<file path="config.mk">
export PLATFORM = sky130hd
export DESIGN_NAME = adc_sample_queue
export DESIGN_NICKNAME = d
export VERILOG_FILES = /design/src/rtl/adcq_pkg.sv /design/src/rtl/adcq_fifo.sv /design/src/rtl/adcq_ctrl.sv /design/src/rtl/adcq_dma.sv /design/src/rtl/adcq_events.sv /design/src/rtl/adc_sample_queue.sv
export SDC_FILE = /design/constraint.sdc
export NUM_CORES = 1
export LEC_CHECK = 0
export ABC_AREA = 1
export BUFFER_PORTS_ARGS = -buffer_cell sky130_fd_sc_hd__buf_2
export CAP_MARGIN = 40
export CORE_AREA = 2 2 93 95
export CTS_CLUSTER_DIAMETER = 40
export DETAILED_ROUTE_END_ITERATION = 8
export DIE_AREA = 0 0 95 97
export PLACE_DENSITY = 0.54
export SLEW_MARGIN = 20
export SYNTH_ARGS = -nofsm -noshare
export SYNTH_HDL_FRONTEND = slang
export SYNTH_SLANG_ARGS = --single-unit
</file>
<file path="constraint.sdc">
create_clock -name clk -period 2.7 [get_ports clk]
set_input_delay 0 -clock clk [delete_from_list [all_inputs] [get_ports clk]]
set_output_delay 0 -clock clk [all_outputs]
set_load 0.01 [all_outputs]
</file>
<file path="src/rtl/adcq_pkg.sv">
package adcq_pkg;

    typedef enum logic [1:0] {
        CMD_NOP     = 2'd0,
        CMD_ENABLE  = 2'd1,
        CMD_DISABLE = 2'd2,
        CMD_FLUSH   = 2'd3
    } adcq_cmd_e;

    localparam int EV_W    = 3;
    localparam int EV_DONE = 0;
    localparam int EV_UNF  = 1;
    localparam int EV_OVF  = 2;

    typedef struct packed {
        logic empty;
        logic afull;
        logic full;
    } fill_flags_t;

    typedef struct packed {
        logic drop;   // push refused because the queue was full
        logic under;  // pop attempted on an empty queue
    } fifo_err_t;

endpackage

</file>
<file path="src/rtl/adcq_fifo.sv">
module adcq_fifo
    import adcq_pkg::*;
#(
    parameter int DW    = 12,
    parameter int DEPTH = 4,
    localparam int CW   = $clog2(DEPTH + 1),
    localparam int PW   = $clog2(DEPTH)
) (
    input  logic          clk,
    input  logic          rst,
    input  logic          flush,
    input  logic          push,
    input  logic [DW-1:0] push_data,
    input  logic          pop,
    output logic [DW-1:0] head,
    output logic          pop_ok,
    output logic [CW-1:0] count,
    output fill_flags_t   fill,
    output fifo_err_t     err
);
    localparam int AF_LVL = (DEPTH * 3) / 4;

    logic [DW-1:0] mem [DEPTH];
    logic [PW-1:0] rd_ptr, wr_ptr;
    logic          push_ok;

    function automatic logic [PW-1:0] ptr_inc(input logic [PW-1:0] p);
        return (p == PW'(DEPTH - 1)) ? '0 : p + PW'(1);
    endfunction

    always_comb begin
        fill.empty = (count == '0);
        fill.full  = (count == CW'(DEPTH));
        fill.afull = (count >= CW'(AF_LVL));
        pop_ok     = pop && !fill.empty;
        push_ok    = push && (!fill.full || pop_ok);
        err.drop   = push && !push_ok;
        err.under  = pop && fill.empty;
        head       = fill.empty ? '0 : mem[rd_ptr];
    end

    always_ff @(posedge clk) begin
        if (push_ok && !flush) begin
            mem[wr_ptr] <= push_data;
        end
    end

    always_ff @(posedge clk) begin
        if (rst || flush) begin
            rd_ptr <= '0;
            wr_ptr <= '0;
            count  <= '0;
        end else begin
            if (push_ok) wr_ptr <= ptr_inc(wr_ptr);
            if (pop_ok)  rd_ptr <= ptr_inc(rd_ptr);
            unique case ({push_ok, pop_ok})
                2'b10:   count <= count + CW'(1);
                2'b01:   count <= count - CW'(1);
                default: count <= count;
            endcase
        end
    end

    assert_count_bound_R1: assert property (@(posedge clk) disable iff (rst)
        count <= CW'(DEPTH));

    assert_pushpop_steady_R6: assert property (@(posedge clk) disable iff (rst)
        (push && pop && !fill.empty && !fill.full && !flush) |=> (count == $past(count)));

    assert_flush_empties_R4: assert property (@(posedge clk) disable iff (rst)
        flush |=> (count == '0));

endmodule

</file>
<file path="src/rtl/adcq_ctrl.sv">
module adcq_ctrl
    import adcq_pkg::*;
(
    input  logic      clk,
    input  logic      rst,
    input  logic      cmd_valid,
    input  adcq_cmd_e cmd,
    input  fifo_err_t fifo_err,
    output logic      flush,
    output logic      enabled,
    output logic      ovf,
    output logic      unf,
    output logic      ovf_rise,
    output logic      unf_rise
);
    always_comb begin
        flush    = cmd_valid && (cmd == CMD_FLUSH);
        ovf_rise = !flush && fifo_err.drop && !ovf;
        unf_rise = !flush && fifo_err.under && !unf;
    end

    always_ff @(posedge clk) begin
        if (rst || flush) begin
            enabled <= 1'b0;
            ovf     <= 1'b0;
            unf     <= 1'b0;
        end else begin
            ovf <= ovf | fifo_err.drop;
            unf <= unf | fifo_err.under;
            if (cmd_valid && cmd == CMD_ENABLE)       enabled <= 1'b1;
            else if (cmd_valid && cmd == CMD_DISABLE) enabled <= 1'b0;
        end
    end

    assert_ovf_sticky_R3: assert property (@(posedge clk) disable iff (rst)
        (ovf && !flush) |=> ovf);

    assert_flush_recovers_R4: assert property (@(posedge clk) disable iff (rst)
        flush |=> (!ovf && !unf && !enabled));

endmodule

</file>
<file path="src/rtl/adcq_dma.sv">
module adcq_dma #(
    parameter int CW        = 3,
    parameter int BURST_MAX = 3,
    localparam int RW       = $clog2(BURST_MAX + 1)
) (
    input  logic          clk,
    input  logic          rst,
    input  logic          flush,
    input  logic          dma_en,
    input  logic          trig_afull,
    input  logic          burst,
    input  logic          enabled,
    input  logic          err,
    input  logic [CW-1:0] count,
    input  logic          empty,
    input  logic          afull,
    input  logic          pop_ok,
    output logic          req
);
    logic [RW-1:0] remain;
    logic [RW-1:0] xfer_len;
    logic          allowed;
    logic          arm;

    always_comb begin
        allowed = dma_en && enabled && !err;
        arm     = allowed && (trig_afull ? afull : !empty);
        if (!burst)                          xfer_len = RW'(1);
        else if (count >= CW'(BURST_MAX))    xfer_len = RW'(BURST_MAX);
        else                                 xfer_len = RW'(count);
    end

    always_ff @(posedge clk) begin
        if (rst || flush) begin
            req    <= 1'b0;
            remain <= '0;
        end else if (req) begin
            if (!allowed) begin
                req <= 1'b0;
            end else if (pop_ok) begin
                if (remain == RW'(1)) req <= 1'b0;
                remain <= remain - RW'(1);
            end
        end else if (arm) begin
            req    <= 1'b1;
            remain <= xfer_len;
        end
    end

    assert_req_blocked_R7: assert property (@(posedge clk) disable iff (rst)
        (!enabled || err) |=> !req);

    assert_req_release_R8: assert property (@(posedge clk) disable iff (rst)
        (req && pop_ok && remain == RW'(1)) |=> !req);

endmodule

</file>
<file path="src/rtl/adcq_events.sv">
module adcq_events
    import adcq_pkg::*;
(
    input  logic            clk,
    input  logic            rst,
    input  logic [EV_W-1:0] set,
    input  logic [EV_W-1:0] clr,
    output logic [EV_W-1:0] flags,
    output logic            irq
);
    always_ff @(posedge clk) begin
        if (rst) flags <= '0;
        else     flags <= (flags & ~clr) | set;
    end

    assign irq = |flags;

    assert_event_hold_R9: assert property (@(posedge clk) disable iff (rst)
        (flags != '0) |=> ((flags & $past(flags & ~clr)) == $past(flags & ~clr)));

endmodule

</file>
<file path="src/rtl/adc_sample_queue.sv">
module adc_sample_queue
    import adcq_pkg::*;
#(
    parameter int DW    = 12,
    parameter int DEPTH = 4,
    localparam int CW   = $clog2(DEPTH + 1)
) (
    input  logic          clk,
    input  logic          rst,
    input  logic          smp_valid,
    input  logic [DW-1:0] smp_data,
    input  logic          rd_en,
    output logic [DW-1:0] rd_data,
    input  logic          cmd_valid,
    input  logic [1:0]    cmd_code,
    input  logic          cfg_dma_en,
    input  logic          cfg_trig_afull,
    input  logic          cfg_burst,
    input  logic          dma_done,
    output logic          dma_req,
    input  logic [2:0]    ev_clr,
    output logic [2:0]    ev_flags,
    output logic          irq,
    output logic [CW-1:0] st_count,
    output logic          st_empty,
    output logic          st_afull,
    output logic          st_full,
    output logic          st_ovf,
    output logic          st_unf
);
    localparam int BURST_MAX = DEPTH - 1;

    fill_flags_t     fill;
    fifo_err_t       fifo_err;
    logic            flush, enabled, ovf, unf, ovf_rise, unf_rise;
    logic            push, pop_ok;
    logic [EV_W-1:0] ev_set;

    assign push = smp_valid && enabled && !ovf && !unf;

    adcq_ctrl i_ctrl (
        .clk       (clk),
        .rst       (rst),
        .cmd_valid (cmd_valid),
        .cmd       (adcq_cmd_e'(cmd_code)),
        .fifo_err  (fifo_err),
        .flush     (flush),
        .enabled   (enabled),
        .ovf       (ovf),
        .unf       (unf),
        .ovf_rise  (ovf_rise),
        .unf_rise  (unf_rise)
    );

    adcq_fifo #(.DW(DW), .DEPTH(DEPTH)) i_fifo (
        .clk       (clk),
        .rst       (rst),
        .flush     (flush),
        .push      (push),
        .push_data (smp_data),
        .pop       (rd_en),
        .head      (rd_data),
        .pop_ok    (pop_ok),
        .count     (st_count),
        .fill      (fill),
        .err       (fifo_err)
    );

    adcq_dma #(.CW(CW), .BURST_MAX(BURST_MAX)) i_dma (
        .clk        (clk),
        .rst        (rst),
        .flush      (flush),
        .dma_en     (cfg_dma_en),
        .trig_afull (cfg_trig_afull),
        .burst      (cfg_burst),
        .enabled    (enabled),
        .err        (ovf || unf),
        .count      (st_count),
        .empty      (fill.empty),
        .afull      (fill.afull),
        .pop_ok     (pop_ok),
        .req        (dma_req)
    );

    always_comb begin
        ev_set          = '0;
        ev_set[EV_DONE] = dma_done;
        ev_set[EV_UNF]  = unf_rise;
        ev_set[EV_OVF]  = ovf_rise;
    end

    adcq_events i_events (
        .clk   (clk),
        .rst   (rst),
        .set   (ev_set),
        .clr   (ev_clr),
        .flags (ev_flags),
        .irq   (irq)
    );

    assign st_empty = fill.empty;
    assign st_afull = fill.afull;
    assign st_full  = fill.full;
    assign st_ovf   = ovf;
    assign st_unf   = unf;

    assert_no_overflow_push_R5: assert property (@(posedge clk) disable iff (rst)
        (ovf && !flush && !rd_en) |=> (st_count == $past(st_count)));

endmodule

</file>
Word level (Yosys, flattened, before mapping)
Memories as Yosys holds them, arrays and structs flattened. A register that Yosys moved wholly into a read port is not among the register bits.
Index checks and enable logic that the tools add are counted.

word-level totals
  bits in writable memories = 48
  logic and storage cells = 88
  input bits = 26
  bits in registers = 16
  output and inout bits = 25
  memories = 1

memory list
  name        depth  width  read ports  clocked after memory_dff  write ports  RTL line         RTL
  i_fifo.mem  4      12     1           1                         1            adcq_fifo.sv:23  logic [DW-1:0] mem [DEPTH];

cells by class
  $add $sub $neg = 5
  muxes and demuxes = 22
  $lt $le $gt $ge = 1
  reduce and logical (&&, ||, !) cells = 34
  equal/unequal tests = 11
  bitwise operators = 5

operators by type and width
  cell                                                 count
  two-way mux 2 bit                                    10
  logical AND 1 bit                                    18
  two-way mux 12 bit                                   1
  == test 2 bit, second input constant                 5
  two-way mux 1 bit                                    10
  zero test 1 bit                                      7
  == test 2 x 1 -> 1 bit, second input constant        3
  one-hot mux 3 bit (2 select lines)                   1
  nonzero test 2 bit                                   3
  adder 2 x 1 -> 2 bit, second input constant          2
  inequality test 2 bit, second input constant         2
  adder 3 x 1 -> 3 bit, second input constant          1
  bitwise AND 3 bit                                    1
  == test 3 bit, second input constant                 1
  >= comparator 3 x 2 -> 1 bit, second input constant  1
  zero test 3 bit                                      1
  logical OR 1 bit                                     3
  NOT 3 bit                                            1
  OR 3 bit                                             1
  AND reduction 3 bit                                  1
  OR reduction 3 bit                                   1
  subtractor 3 x 1 -> 3 bit, second input constant     1
  OR 1 bit                                             2
  subtractor 2 x 1 -> 2 bit, second input constant     1

Depth between registers and ports, before layout
  depth after elaboration = 10
  gate-level depth with buffers = 11
  gate-level depth less buffers = 11

Hierarchy
From an unflattened synthesis, not the netlist that was laid out.

second synthesis, totals
  cells, all modules = 295
  area total of the unflattened synthesis = 2949.1 um^2

modules (own cells, without submodules)
  module            times used  cells an instance  area an instance (um^2)
  adcq_fifo         1           214                2421.1
  adcq_dma          1           34                 221.5
  adcq_ctrl         1           24                 162.7
  adcq_events       1           18                 120.1
  adc_sample_queue  1           5                  23.8

Worst setup path after synthesis
No wires, ideal clock.

  kind = flip-flop to flip-flop
  start point = register i_fifo.count[0]
  end point = register i_fifo.count[2]
  path slack = 0.656 ns
  path buffers = 0
  data required time = 2.578 ns
  cell stages (with the launch flop) = 11
  arrival time = 1.922 ns
  cells stage by stage = dfxtp_1 -> nor3_2 -> nand2_2 -> nand2_2 -> ha_1 -> inv_1 -> fa_1 -> a21oi_1 -> o21ai_0 -> o21ai_0 -> a21oi_1

between the ends
  elaborated cells on any way between the ends = 13

RTL lines
  element                                                                          RTL line                RTL
  from (decl)                                                                      adcq_fifo.sv:17         output logic [CW-1:0] count,
  from (signal assigned)                                                           adcq_fifo.sv:57         2'b10: count <= count + CW'(1);
  from (signal assigned)                                                           adcq_fifo.sv:58         2'b01: count <= count - CW'(1);
  from (signal assigned)                                                           adcq_fifo.sv:59         default: count <= count;
  == test 3 bit (*)                                                                adcq_fifo.sv:33         fill.full = (count == CW'(DEPTH));
  net st_full                                                                      adc_sample_queue.sv:27  output logic st_full,
  zero test 1 bit (*)                                                              adcq_fifo.sv:36         push_ok = push && (!fill.full || pop_ok);
  logical OR 1 bit (*)                                                             adcq_fifo.sv:36
  logical AND 1 bit (*)                                                            adcq_fifo.sv:36
  == test 2 x 1 -> 1 bit / == test 2 bit (equally long branches)                   adcq_fifo.sv:56         unique case ({push_ok, pop_ok})
  one-hot mux 3 bit (2 select lines) / nonzero test 2 bit (equally long branches)  -

Mark *: on every way through the listed nets, which the timed path passes. The rest lies on a longest branch.
A chain may end at the register's enable or synchronous reset.

Final worst setup path
  start point = register i_fifo.count[0]
  end point = register i_fifo.count[2]

between the ends
  cells in the longest elaborated chain, start to end = 7
  elaborated cells on any way between the ends = 13

RTL lines
  element                                                                          RTL line         RTL
  zero test 3 bit                                                                  adcq_fifo.sv:32  fill.empty = (count == '0);
  zero test 1 bit                                                                  adcq_fifo.sv:35  pop_ok = pop && !fill.empty;
  logical AND 1 bit                                                                adcq_fifo.sv:35
  logical OR 1 bit                                                                 adcq_fifo.sv:36
  logical AND 1 bit                                                                adcq_fifo.sv:36
  == test 2 x 1 -> 1 bit / == test 2 bit (equally long branches)                   adcq_fifo.sv:56
  one-hot mux 3 bit (2 select lines) / nonzero test 2 bit (equally long branches)  -

Parallel ways exist; a longest one is shown, timed or not.

==> run_results.csv <==
group,metric,value,unit
cells_and_area,nFillCells,776,
timing,finalCritPeriodShare,78.5,%
clock_tree,cts_resized,0,
timing,hold_viol,0,
clock_tree,clock_sinks,66,
cells_and_area,multiInputGateArea,881,um^2
critical_path,max_stage_delay,420,ps
global_route,first_global_vias,2027,
synthesis,yosys_warnings,0,
run,cap_violations,0,
synthesis,yosys.area.top_type,"edfxtp_1",
floorplanning,die_width,95,um
critical_path,start_kind,"register",
drt,drc,0,
synthesis,seq_area_frac_synth,64.2,%
timing,clock_skew,8.21,ps
timing,slew_headroom,68.6,%
timing,drv_slew,0,
floorplanning,fp.dieH,97,um
drt,postRouteAntennaNets,0,
floorplanning,dieArea,9220,um^2
critical_path,cp-startpoint,"i_fifo.count[0]",
clock_tree,cts_tree,"built",
synthesis,synth_most_common_cell,"nor2_1",
hold_path,hold_path_end,"i_dma.req",
floorplanning,start_util,34.5,%
cells_and_area,diodes,0,
synthesis,postSynth.asyncResetShare,0,%
critical_path,crit_chain,"nor3_2 -> nand2_2 -> nand2_2 -> ha_1 -> inv_1 -> fa_1 -> a21oi_1 -> o21ai_0 -> o21ai_0 -> a21oi_1",
synthesis,synth_seq_cells,66,
synthesis,synth_area_leaders,"edfxtp_1 (51%), dfxtp_1 (13%), nor2_1 (9.1%)",
global_route,gr-total-overflow,0,
power_and_ir_drop,p_leak,1.45,nW
drt,vias,2122,
hold_path,hold_path.class,"primary input to register",
outcome,outcome,"finished clean",
clock_tree,ctsRootBufferMaster,"clkbuf_8",
synthesis,synthTopCellsByCount,"nor2_1 (68), edfxtp_1 (48), o21ai_0 (30)",
hold_path,worstHoldStart,"cfg_trig_afull",
critical_path,rr_endpoint,"i_fifo.count[2]",
critical_path,worstPathArrival,2340,ps
timing,fin_tns_setup,0,ps
cells_and_area,drive_gt1_share,24.8,%
synthesis,syn_avg_cell_area,10.4,um^2
clock_tree,clockBufferDepth,2,
synthesis,synth_cell_type_count,27,
drt,wl_per_cell,12.8,um
timing,worstMarginPinSlew,471,ps
floorplanning,rows,33,
floorplanning,core_area,8130,um^2
timing,fin_crit,2120,ps
drt,drt-pass1-iter-count,6,
critical_path,r2r_cells,10,
global_route,grt_pass1_wl,9520,um
hold_path,hold_depth,4,
global_route,grt_max_degree,25,
drt,routed_via_density,4.61,
critical_path,end_kind,"register",
critical_path,crit_type,"register to register",
timing,max_freq,472,MHz
drt,drt_iter0_drc,85,
synthesis,yosysTopAreaCellShare,51.3,%
timing,rsz0062_at_grt,"no",
placement,dp_slack,628,ps
critical_path,slowest_stage,"dfxtp_1",
cells_and_area,seqCellArea,1800,um^2
synthesis,synth_edf_count,48,
synthesis,synth_area,2810,um^2
synthesis,synth_top_flop_cell,"edfxtp_1",
cells_and_area,num-nets-final,384,
clock_tree,cts_buffers,9,
power_and_ir_drop,irDropWorstVdd,0.277,mV
power_and_ir_drop,power_density,611,nW/um^2
timing,setup_viol,0,
critical_path,required,2920,ps
critical_path,crit_fanout,8,
placement,hpwl,3750,um
drt,wirelength,5870,um
synthesis,syn_nets,305,
critical_path,rrSetupSlack,580,ps
timing,fin_ws,579,ps
clock_tree,clk_latency,340,ps
global_route,antenna_found_initial,0,
cells_and_area,syn_to_final_growth,29.7,%
clock_tree,ctsHtreeMaxLevel,3,
global_route,grtUsageTotal,13.7,%
floorplanning,io_pins,51,
placement,io_buffers,50,
clock_tree,cts.clk_slew.worst_paths,70,ps
critical_path,r2r_start,"i_fifo.count[0]",
synthesis,synth_cells,271,
placement,gp_congestion,0.889,
[worst max path at each step]
| stage | to |
|---|---|
| floorplan | i_fifo.count[2] |
| detailed placement | i_fifo.count[2] |
| CTS | i_fifo.count[2] |
| finish | i_fifo.count[2] |
| global placement | i_fifo.count[2] |
| global route | i_fifo.count[2] |
[layout make-up]
cell class              count  share of cell area (%)
multi-input cells         173                    24.2
inverters                  24                    2.47
clock buffers              10                    3.50
flip-flops and latches     66                    49.5
repair buffers             76                    13.6
clock inverters             6                    3.16
well taps                 105                    3.61
[cell usage in the layout (no fill, tap or decap), types with 5 or more instances in the layout]
| cell | n |
|---|---|
| o21ai_0 | 30 |
| clkbuf_8 | 9 |
| ha_1 | 7 |
| inv_1 | 19 |
| inv_2 | 5 |
| nand3_1 | 5 |
| edfxtp_1 | 48 |
| a21oi_1 | 23 |
| buf_2 | 50 |
| buf_4 | 6 |
| dfxtp_1 | 18 |
| nor2_1 | 68 |
| nand2_1 | 18 |
| dlygate4sd3_1 | 20 |
[per-layer routing]
metal | track usage, % | up-vias | routed length (um)
met1 | 16.4 | 973 | 2690
met3 | 5.37 | 8 | 330
met2 | 22.1 | 65 | 2750
li1 | - | 1076 | -
met5 | 0 | - | 0
met4 | 4.79 | 0 | 96
[power breakdown]
part           internal [mW]  total (mW)  switching [mW]
Sequential              1.09        1.10         0.00931
Combinational         0.0586       0.126          0.0673
Clock                  0.617       0.995           0.378
Total                   1.77        2.22           0.455
[registers in the layout, summed over array words and instances (netlist names), named ones only]
signal,count
i_fifo.mem,48
i_events.flags,3
i_fifo.count,3
i_dma.remain,2
i_fifo.rd_ptr,2
i_fifo.wr_ptr,2
i_ctrl.enabled,1
i_ctrl.ovf,1
i_ctrl.unf,1
i_dma.req,1
[worst max-delay path: cells and delay by family, from the launching register on]
kind / cells / cell delay, ps
and+or+nand+nor: 3 / 520
adders and majority gates: 2 / 540
DFF: 1 / 420
AOI/OAI and AO/OA: 4 / 480
buffers and inverters: 1 / 70
[timing repair]
item | CTS | global route
hold endpoints to repair | 52 | 0
hold buffers | 20 | 0
endpoints found under the setup margin | 0 | 0
buffers inserted | 0 | 0
[through the flow]
step	total power [mW]	utilization [%]	hold WS (ps)	std cells	area (um^2)
floorplan	1.18	-	62.4	271	2810
global placement	1.23	39.3	209	424	3200
detailed placement	1.23	39.3	212	424	3200
CTS	2.25	44.8	33.4	460	3640
global route	2.32	44.8	47.7	460	3640
finish	2.22	44.8	49.0	460	3640
[cells by family (layout without fill, tap and decap cells)]
group / Yosys count / in the layout / share of synthesized area (%)
adder cells (fa/ha/maj): 8 / 8 / 3.83
flip-flops: 66 / 66 / 64.2
AO/OA/AOI/OAI: 60 / 60 / 11.2
AND/OR/NAND/NOR: 105 / 105 / 16.3
buffers and inverters: 32 / 116 / 4.46
No activity file was read; power rests on OpenSTA's default activity.
